===== src/rtl/mulx_pkg.sv =====
package mulx_pkg;

    typedef enum logic [1:0] {
        MOP_SMUL8  = 2'b00,
        MOP_UMUL8  = 2'b01,
        MOP_FRAC16 = 2'b10,
        MOP_LONG16 = 2'b11
    } mop_e;

    typedef enum logic [1:0] {
        ST_IDLE = 2'd0,
        ST_WAIT = 2'd1,
        ST_DONE = 2'd2
    } mst_e;

    function automatic logic op_is_wide(input mop_e o);
        return o[1];
    endfunction

endpackage


===== src/rtl/mulx_datapath.sv =====
module mulx_datapath
    import mulx_pkg::*;
#(
    parameter int WIDTH = 16
) (
    input  mop_e             op,
    input  logic [WIDTH-1:0] opa,
    input  logic [WIDTH-1:0] opb,
    output logic [WIDTH-1:0] res,
    output logic [WIDTH-1:0] low,
    output logic             sgn,
    output logic             zro,
    output logic             cry
);
    localparam int HALF = WIDTH / 2;
    localparam int DBL  = 2 * WIDTH;

    logic [WIDTH-1:0] na_ext, nb_ext, narrow_prod;
    logic [DBL-1:0]   wa_ext, wb_ext, wide_prod;

    always_comb begin
        if (op == MOP_SMUL8) begin
            na_ext = {{HALF{opa[HALF-1]}}, opa[HALF-1:0]};
            nb_ext = {{HALF{opb[HALF-1]}}, opb[HALF-1:0]};
        end else begin
            na_ext = {{HALF{1'b0}}, opa[HALF-1:0]};
            nb_ext = {{HALF{1'b0}}, opb[HALF-1:0]};
        end
        narrow_prod = na_ext * nb_ext;
        wa_ext      = {{WIDTH{opa[WIDTH-1]}}, opa};
        wb_ext      = {{WIDTH{opb[WIDTH-1]}}, opb};
        wide_prod   = wa_ext * wb_ext;
    end

    always_comb begin
        if (op_is_wide(op)) begin
            res = wide_prod[DBL-1:WIDTH];
            cry = wide_prod[WIDTH-1];
        end else begin
            res = narrow_prod;
            cry = 1'b0;
        end
        low = wide_prod[WIDTH-1:0];
        sgn = res[WIDTH-1];
        zro = (res == '0);
    end

    // equal-sign signed bytes can never give a negative product
    always_comb begin
        if (op == MOP_SMUL8 && opa[HALF-1] == opb[HALF-1])
            assert_sign_pos_R2: assert (narrow_prod[WIDTH-1] == 1'b0);
    end

endmodule


===== src/rtl/mulx_ctrl.sv =====
module mulx_ctrl
    import mulx_pkg::*;
#(
    parameter int NARROW_SLOW_EXTRA = 2,
    parameter int WIDE_BASE_EXTRA   = 4,
    parameter int WIDE_FAST_ADD     = 4
) (
    input  logic clk,
    input  logic rst_n,
    input  logic start,
    input  logic wide,
    input  logic fast,
    output logic accept,
    output logic busy,
    output logic done
);
    localparam int WIDE_MAX  = WIDE_BASE_EXTRA + WIDE_FAST_ADD;
    localparam int MAX_EXTRA = (WIDE_MAX > NARROW_SLOW_EXTRA) ? WIDE_MAX : NARROW_SLOW_EXTRA;
    localparam int CW        = $clog2(MAX_EXTRA + 1) + 1;

    mst_e          state, state_nx;
    logic [CW-1:0] cnt, extra_sel;

    always_comb begin
        if (wide)
            extra_sel = fast ? CW'(WIDE_MAX) : CW'(WIDE_BASE_EXTRA);
        else
            extra_sel = fast ? '0 : CW'(NARROW_SLOW_EXTRA);
    end

    assign accept = (state == ST_IDLE) && start;

    always_comb begin
        state_nx = state;
        unique case (state)
            ST_IDLE: if (start) state_nx = (extra_sel == '0) ? ST_DONE : ST_WAIT;
            ST_WAIT: if (cnt == CW'(1)) state_nx = ST_DONE;
            ST_DONE: state_nx = ST_IDLE;
            default: state_nx = ST_IDLE;
        endcase
    end

    always_ff @(posedge clk) begin
        if (!rst_n) begin
            state <= ST_IDLE;
            cnt   <= '0;
        end else begin
            state <= state_nx;
            if (accept)
                cnt <= extra_sel;
            else if (state == ST_WAIT)
                cnt <= cnt - CW'(1);
        end
    end

    always_comb begin
        busy = 1'b0;
        done = 1'b0;
        unique case (state)
            ST_IDLE: ;
            ST_WAIT: busy = 1'b1;
            ST_DONE: begin busy = 1'b1; done = 1'b1; end
            default: ;
        endcase
    end

    // latency checker: busy cycles counted before done must match the selected extra
    logic [CW-1:0] lat_q, busy_len;
    always_ff @(posedge clk) begin
        if (!rst_n) begin
            lat_q    <= '0;
            busy_len <= '0;
        end else begin
            if (accept) lat_q <= extra_sel;
            busy_len <= busy ? busy_len + CW'(1) : '0;
        end
    end

    assert_latency_R8_R9: assert property (@(posedge clk) disable iff (!rst_n)
        done |-> (busy_len == lat_q));

    assert_done_single_R10: assert property (@(posedge clk) disable iff (!rst_n)
        done |=> !done && !busy);

    assert_busy_after_accept_R10: assert property (@(posedge clk) disable iff (!rst_n)
        accept |=> busy);

endmodule


===== src/rtl/mulx_unit.sv =====
module mulx_unit
    import mulx_pkg::*;
#(
    parameter int WIDTH             = 16,
    parameter int NARROW_SLOW_EXTRA = 2,
    parameter int WIDE_BASE_EXTRA   = 4,
    parameter int WIDE_FAST_ADD     = 4
) (
    input  logic             clk,
    input  logic             rst_n,
    input  logic             start,
    input  logic [1:0]       op,
    input  logic             fast,
    input  logic [WIDTH-1:0] opnd_a,
    input  logic [WIDTH-1:0] opnd_b,
    output logic             busy,
    output logic             done,
    output logic [WIDTH-1:0] result,
    output logic             flag_sign,
    output logic             flag_zero,
    output logic             flag_carry,
    output logic             carry_we,
    output logic             low_we,
    output logic [WIDTH-1:0] low_word
);
    mop_e             op_q;
    logic [WIDTH-1:0] a_q, b_q;
    logic             accept;

    mulx_ctrl #(
        .NARROW_SLOW_EXTRA(NARROW_SLOW_EXTRA),
        .WIDE_BASE_EXTRA  (WIDE_BASE_EXTRA),
        .WIDE_FAST_ADD    (WIDE_FAST_ADD)
    ) u_ctrl (
        .clk   (clk),
        .rst_n (rst_n),
        .start (start),
        .wide  (op[1]),
        .fast  (fast),
        .accept(accept),
        .busy  (busy),
        .done  (done)
    );

    always_ff @(posedge clk) begin
        if (!rst_n) begin
            op_q <= MOP_SMUL8;
            a_q  <= '0;
            b_q  <= '0;
        end else if (accept) begin
            op_q <= mop_e'(op);
            a_q  <= opnd_a;
            b_q  <= opnd_b;
        end
    end

    mulx_datapath #(.WIDTH(WIDTH)) u_dp (
        .op (op_q),
        .opa(a_q),
        .opb(b_q),
        .res(result),
        .low(low_word),
        .sgn(flag_sign),
        .zro(flag_zero),
        .cry(flag_carry)
    );

    assign carry_we = done && op_is_wide(op_q);
    assign low_we   = done && (op_q == MOP_LONG16);

    assert_hold_operands_R11: assert property (@(posedge clk) disable iff (!rst_n)
        busy |=> ($stable(a_q) && $stable(b_q) && $stable(op_q)));

    assert_low_we_in_done_R7: assert property (@(posedge clk) disable iff (!rst_n)
        low_we |-> (done && carry_we));

    assert_no_carry_narrow_R4: assert property (@(posedge clk) disable iff (!rst_n)
        (done && !op_is_wide(op_q)) |-> !carry_we);

endmodule


===== config.mk =====
export PLATFORM = sky130hd
export DESIGN_NAME = mulx_unit
export DESIGN_NICKNAME = d
export VERILOG_FILES = /design/src/rtl/mulx_pkg.sv /design/src/rtl/mulx_datapath.sv /design/src/rtl/mulx_ctrl.sv /design/src/rtl/mulx_unit.sv
export SDC_FILE = /design/constraint.sdc
export NUM_CORES = 1
export LEC_CHECK = 0
export ABC_AREA = 1
export ABC_CLOCK_PERIOD_IN_PS = 8520
export BUFFER_PORTS_ARGS = -buffer_cell sky130_fd_sc_hd__buf_4
export CAP_MARGIN = 20
export CELL_PAD_IN_SITES_DETAIL_PLACEMENT = 1
export CELL_PAD_IN_SITES_GLOBAL_PLACEMENT = 1
export CORE_MARGIN = 2
export CORE_UTILIZATION = 48
export DETAILED_ROUTE_END_ITERATION = 12
export GPL_TIMING_DRIVEN = 0
export PLACE_DENSITY = 0.92
export SLEW_MARGIN = 40
export SYNTH_ARGS = -nofsm -noshare
export SYNTH_HDL_FRONTEND = slang
export SYNTH_SLANG_ARGS = --single-unit

===== constraint.sdc =====
create_clock -name clk -period 8.52 [get_ports clk]
set_input_delay 0.852 -clock clk [delete_from_list [all_inputs] [get_ports clk]]
set_output_delay 0.852 -clock clk [all_outputs]
set_load 0.02 [all_outputs]

==> results.sh <==
export IMPL_hold_path_depth=2
export IMPL_stdcell_count=2549
export IMPL_drt_iter0_drc=676
export IMPL_clock_latency_ns=0.29
export IMPL_gr_max_usage_layer="met2"
export IMPL_async_reset_ff_frac=0
export IMPL_use_met2=0.614
export IMPL_synth_area_sq_um=15400
export IMPL_rrSetupSlack_ns=6.50
export IMPL_antenna_found_initial=1
export IMPL_final_common_cell="inv_1"
export IMPL_synth_simple_area_share=0.192
export IMPL_period_share=0.969
export IMPL_drc_errors=0
export IMPL_synth_main_ff_cell="dfxtp_1"
export IMPL_n_antenna_cell=0
export IMPL_syn_inst=2074
export IMPL_min_from="u_ctrl.cnt[4]$_SDFFE_PN0P_"
export IMPL_synth_xor_area_frac=0.0194
export IMPL_synth_edf_count=0
export IMPL_area_delta_synth_final_pct=8.00
export IMPL_ys_seq_elements=41
export IMPL_die_w_microns=183
export IMPL_synth_seq_area_share=0.0535
export IMPL_grt_pass1_wl_microns=84500
export IMPL_final_antenna_net_count=0
export IMPL_cts_setup_buffers=0
export IMPL_dr_pass1_iters=5
export IMPL_synth_area_per_cell_sq_um=7.40
export IMPL_report_final_hold_viol_count=0
export IMPL_slew_headroom=0.395
export IMPL_drt_total_wl_microns=53400
export IMPL_ctsLongestPathBuffers=2
export IMPL_wl_per_cell_microns=20.9
export IMPL_place_ws_ns=0.241
export IMPL_status="completed"
export IMPL_rows=65
export IMPL_met3_usage=0.0397
export IMPL_required_ns=7.67
export IMPL_crit_path_max_fanout=10
export IMPL_fin_util=0.526
export IMPL_die_area_sq_um=33400
export IMPL_min_path_type="flop to flop"
export IMPL_fin_setup_tns_ns=0
export IMPL_cts_buffers=5
export IMPL_reg2reg_depth=7
export IMPL_crit_type="flop to primary output"
export IMPL_vdd_ir_drop_max_mv=0.150
export IMPL_cts_tree="done"
export IMPL_grt_max_degree=13
export IMPL_power_density_nw_per_um2=226
export IMPL_syn_nets=2554
export IMPL_synth_top_family_by_area="adder cells"
export IMPL_cp_start_kind="flop"
export IMPL_synthMuxAreaShare=0
export IMPL_tightest_slew_ns=0.908
export IMPL_viasPerCell=5.40
export IMPL_regArea_sq_um=821
export IMPL_hold_end="u_ctrl.cnt[4]$_SDFFE_PN0P_"
export IMPL_grt_use_met1=0.356
export IMPL_die_y_microns=183
export IMPL_arrival_ns=7.41
export IMPL_reg2reg_from="u_ctrl.state[1]$_SDFFE_PN0P_"
export IMPL_cts_reportedPaths_clkPinSlew_ns=0.06
export IMPL_clock_root_buffer="clkbuf_16"
export IMPL_overflow=0
export IMPL_finalSetupViolCount=0
export IMPL_ioPinCount=77
export IMPL_p_leak_uw=0.00998
export IMPL_crit_path_end_kind="primary output"
export IMPL_grt_pass1_vias=16500
export IMPL_r2r_end="a_q[10]$_SDFFE_PN0P_"
export IMPL_synth_adder_area_share=0.519
export IMPL_yosys_warnings=0
export IMPL_most_common_layout_cells="inv_1, nand2_1, fa_1"
export IMPL_finalCriticalPeriod_ns=8.26
export IMPL_coreArea_sq_um=31600
export IMPL_synth_cell_types=43
export IMPL_globalplace_congestion=0.944
export IMPL_fin_nets=2626
export IMPL_htreeDepth=2
export IMPL_fillers=4103
export IMPL_cap_violations=0
export IMPL_vias=13800
export IMPL_synth_compound_area_frac=0.0404
export IMPL_cts_sink_count=41
export IMPL_clock_fmax_mhz=121
export IMPL_slew_viol_final=0
export IMPL_portBuffers=75
export IMPL_place_inst=2551
export IMPL_fin_ws_ns=0.260
export IMPL_rsz0062_at_grt="no"
export IMPL_initial_core_util=0.487
export IMPL_hpwlAfterDp_microns=46000
export IMPL_track_usage=0.331
export IMPL_multi_input_area_sq_um=11800
export IMPL_layout_drive_gt1_share=0.0685
export IMPL_clock_skew_final_ns=0.00406
[critical path, cell delays in order (launching register included)]
cell      delay, ns
dfxtp_1        0.30
clkbuf_1       0.39
clkbuf_1       0.48
nand2_1        0.22
fa_1           0.60
inv_1          0.08
fa_1           0.50
fa_1           0.61
fa_1           0.44
fa_1           0.49
inv_1          0.05
fa_1           0.48
inv_1          0.04
ha_1           0.38
nand2_1        0.11
nand2_1        0.08
o21bai_1       0.18
nor2_1         0.33
o211a_1        0.19
nand2_1        0.06
o21ai_0        0.59
o21ai_1        0.20
nor2_1         0.15
buf_4          0.15
[repair_timing]
item                                    4_1_cts  5_1_grt
gates resized for setup                       2       37
endpoints found under the setup margin        2        5
hold buffers                                  0        0
[flip-flops by register name, summed over array words and instances, names as in the netlist]
register	cells
a_q	16
b_q	16
u_ctrl.cnt	5
op_q	2
u_ctrl.state	2
[worst max-delay path by stage]
| stage | slack [ns] | end | startpoint |
|---|---|---|---|
| finish | 0.26 | flag_zero | a_q[14]$_SDFFE_PN0P_ |
| global route | 0.006 | flag_zero | a_q[10]$_SDFFE_PN0P_ |
| CTS | 0.04 | flag_zero | b_q[6]$_SDFFE_PN0P_ |
| detailed placement | 0.24 | flag_zero | b_q[5]$_SDFFE_PN0P_ |
| global placement | 0.49 | flag_zero | b_q[3]$_SDFFE_PN0P_ |
| floorplan | 1.61 | flag_zero | a_q[15]$_SDFFE_PN0P_ |
[per-layer routing]
| metal | part of all wire | wire length, microns |
|---|---|---|
| met3 | 0.051 | 2710 |
| met2 | 0.52 | 27500 |
| met4 | 0.073 | 3890 |
| met1 | 0.36 | 19200 |
| met5 | 0 | 0 |
[synthesized netlist by cell type (2+ instances only)]
library cell  number  share of area
inv_1            624           0.15
nand2_1          490           0.12
fa_1             324           0.42
nor2_1           122          0.030
ha_1             118          0.096
clkbuf_1          69          0.017
nand3_1           62          0.020
o21ai_0           50          0.016
dfxtp_1           41          0.053
a21oi_1           37          0.012
xor2_1            19          0.011
nand4_1           15         0.0061
xnor2_1           15         0.0086
inv_2             13         0.0032
or2_2              8         0.0033
nor2_2             6         0.0024
nor3_1             6         0.0020
nand2_2            5         0.0020
o21ai_1            5         0.0016
a31oi_1            4         0.0016
buf_2              4         0.0013
buf_4              3         0.0015
clkinv_1           3        0.00073
nand3b_1           3         0.0015
nor4_1             3         0.0012
o21bai_1           3         0.0015
a211oi_1           2        0.00098
a21o_1             2        0.00098
and2_1             2        0.00081
buf_1              2        0.00049
o211ai_1           2        0.00098
[report_power, final]
group	leakage, uW	switching (uW)	internal (uW)
clock network	0.0000841	82.3	147
registers	0.000339	38.2	219
logic	0.00955	2120	1150
total	0.00998	2240	1510
[logic make-up (layout without fill, tap and decap cells)]
kind of cell	Yosys count	count (layout)
xor+xnor	34	34
fa+ha+maj	442	442
simple gates	726	726
compound gates	113	113
flops	41	41
buf+inv	718	791
[final cells by class]
cell class                 count  share of cell area
buffer                        68              0.0179
multi-input combinational   1315               0.713
inverter                     640               0.145
timing repair buffer          75              0.0340
clock buffer                   7             0.00860
sequential                    41              0.0495
tap                          402              0.0303
clock inverter                 1             0.00181
[through the flow]
step / power [uW] / instance area, sq um / hold slack, ns
2_1_floorplan: 2380 / 15400 / 0.516
3_3_place_gp: 3270 / 16400 / 0.534
3_5_place_dp: 3490 / 16400 / 0.544
4_1_cts: 3730 / 16600 / 0.552
5_1_grt: 4120 / 16600 / 0.630
6_report: 3750 / 16600 / 0.555
(Power assumes the default switching activity.)
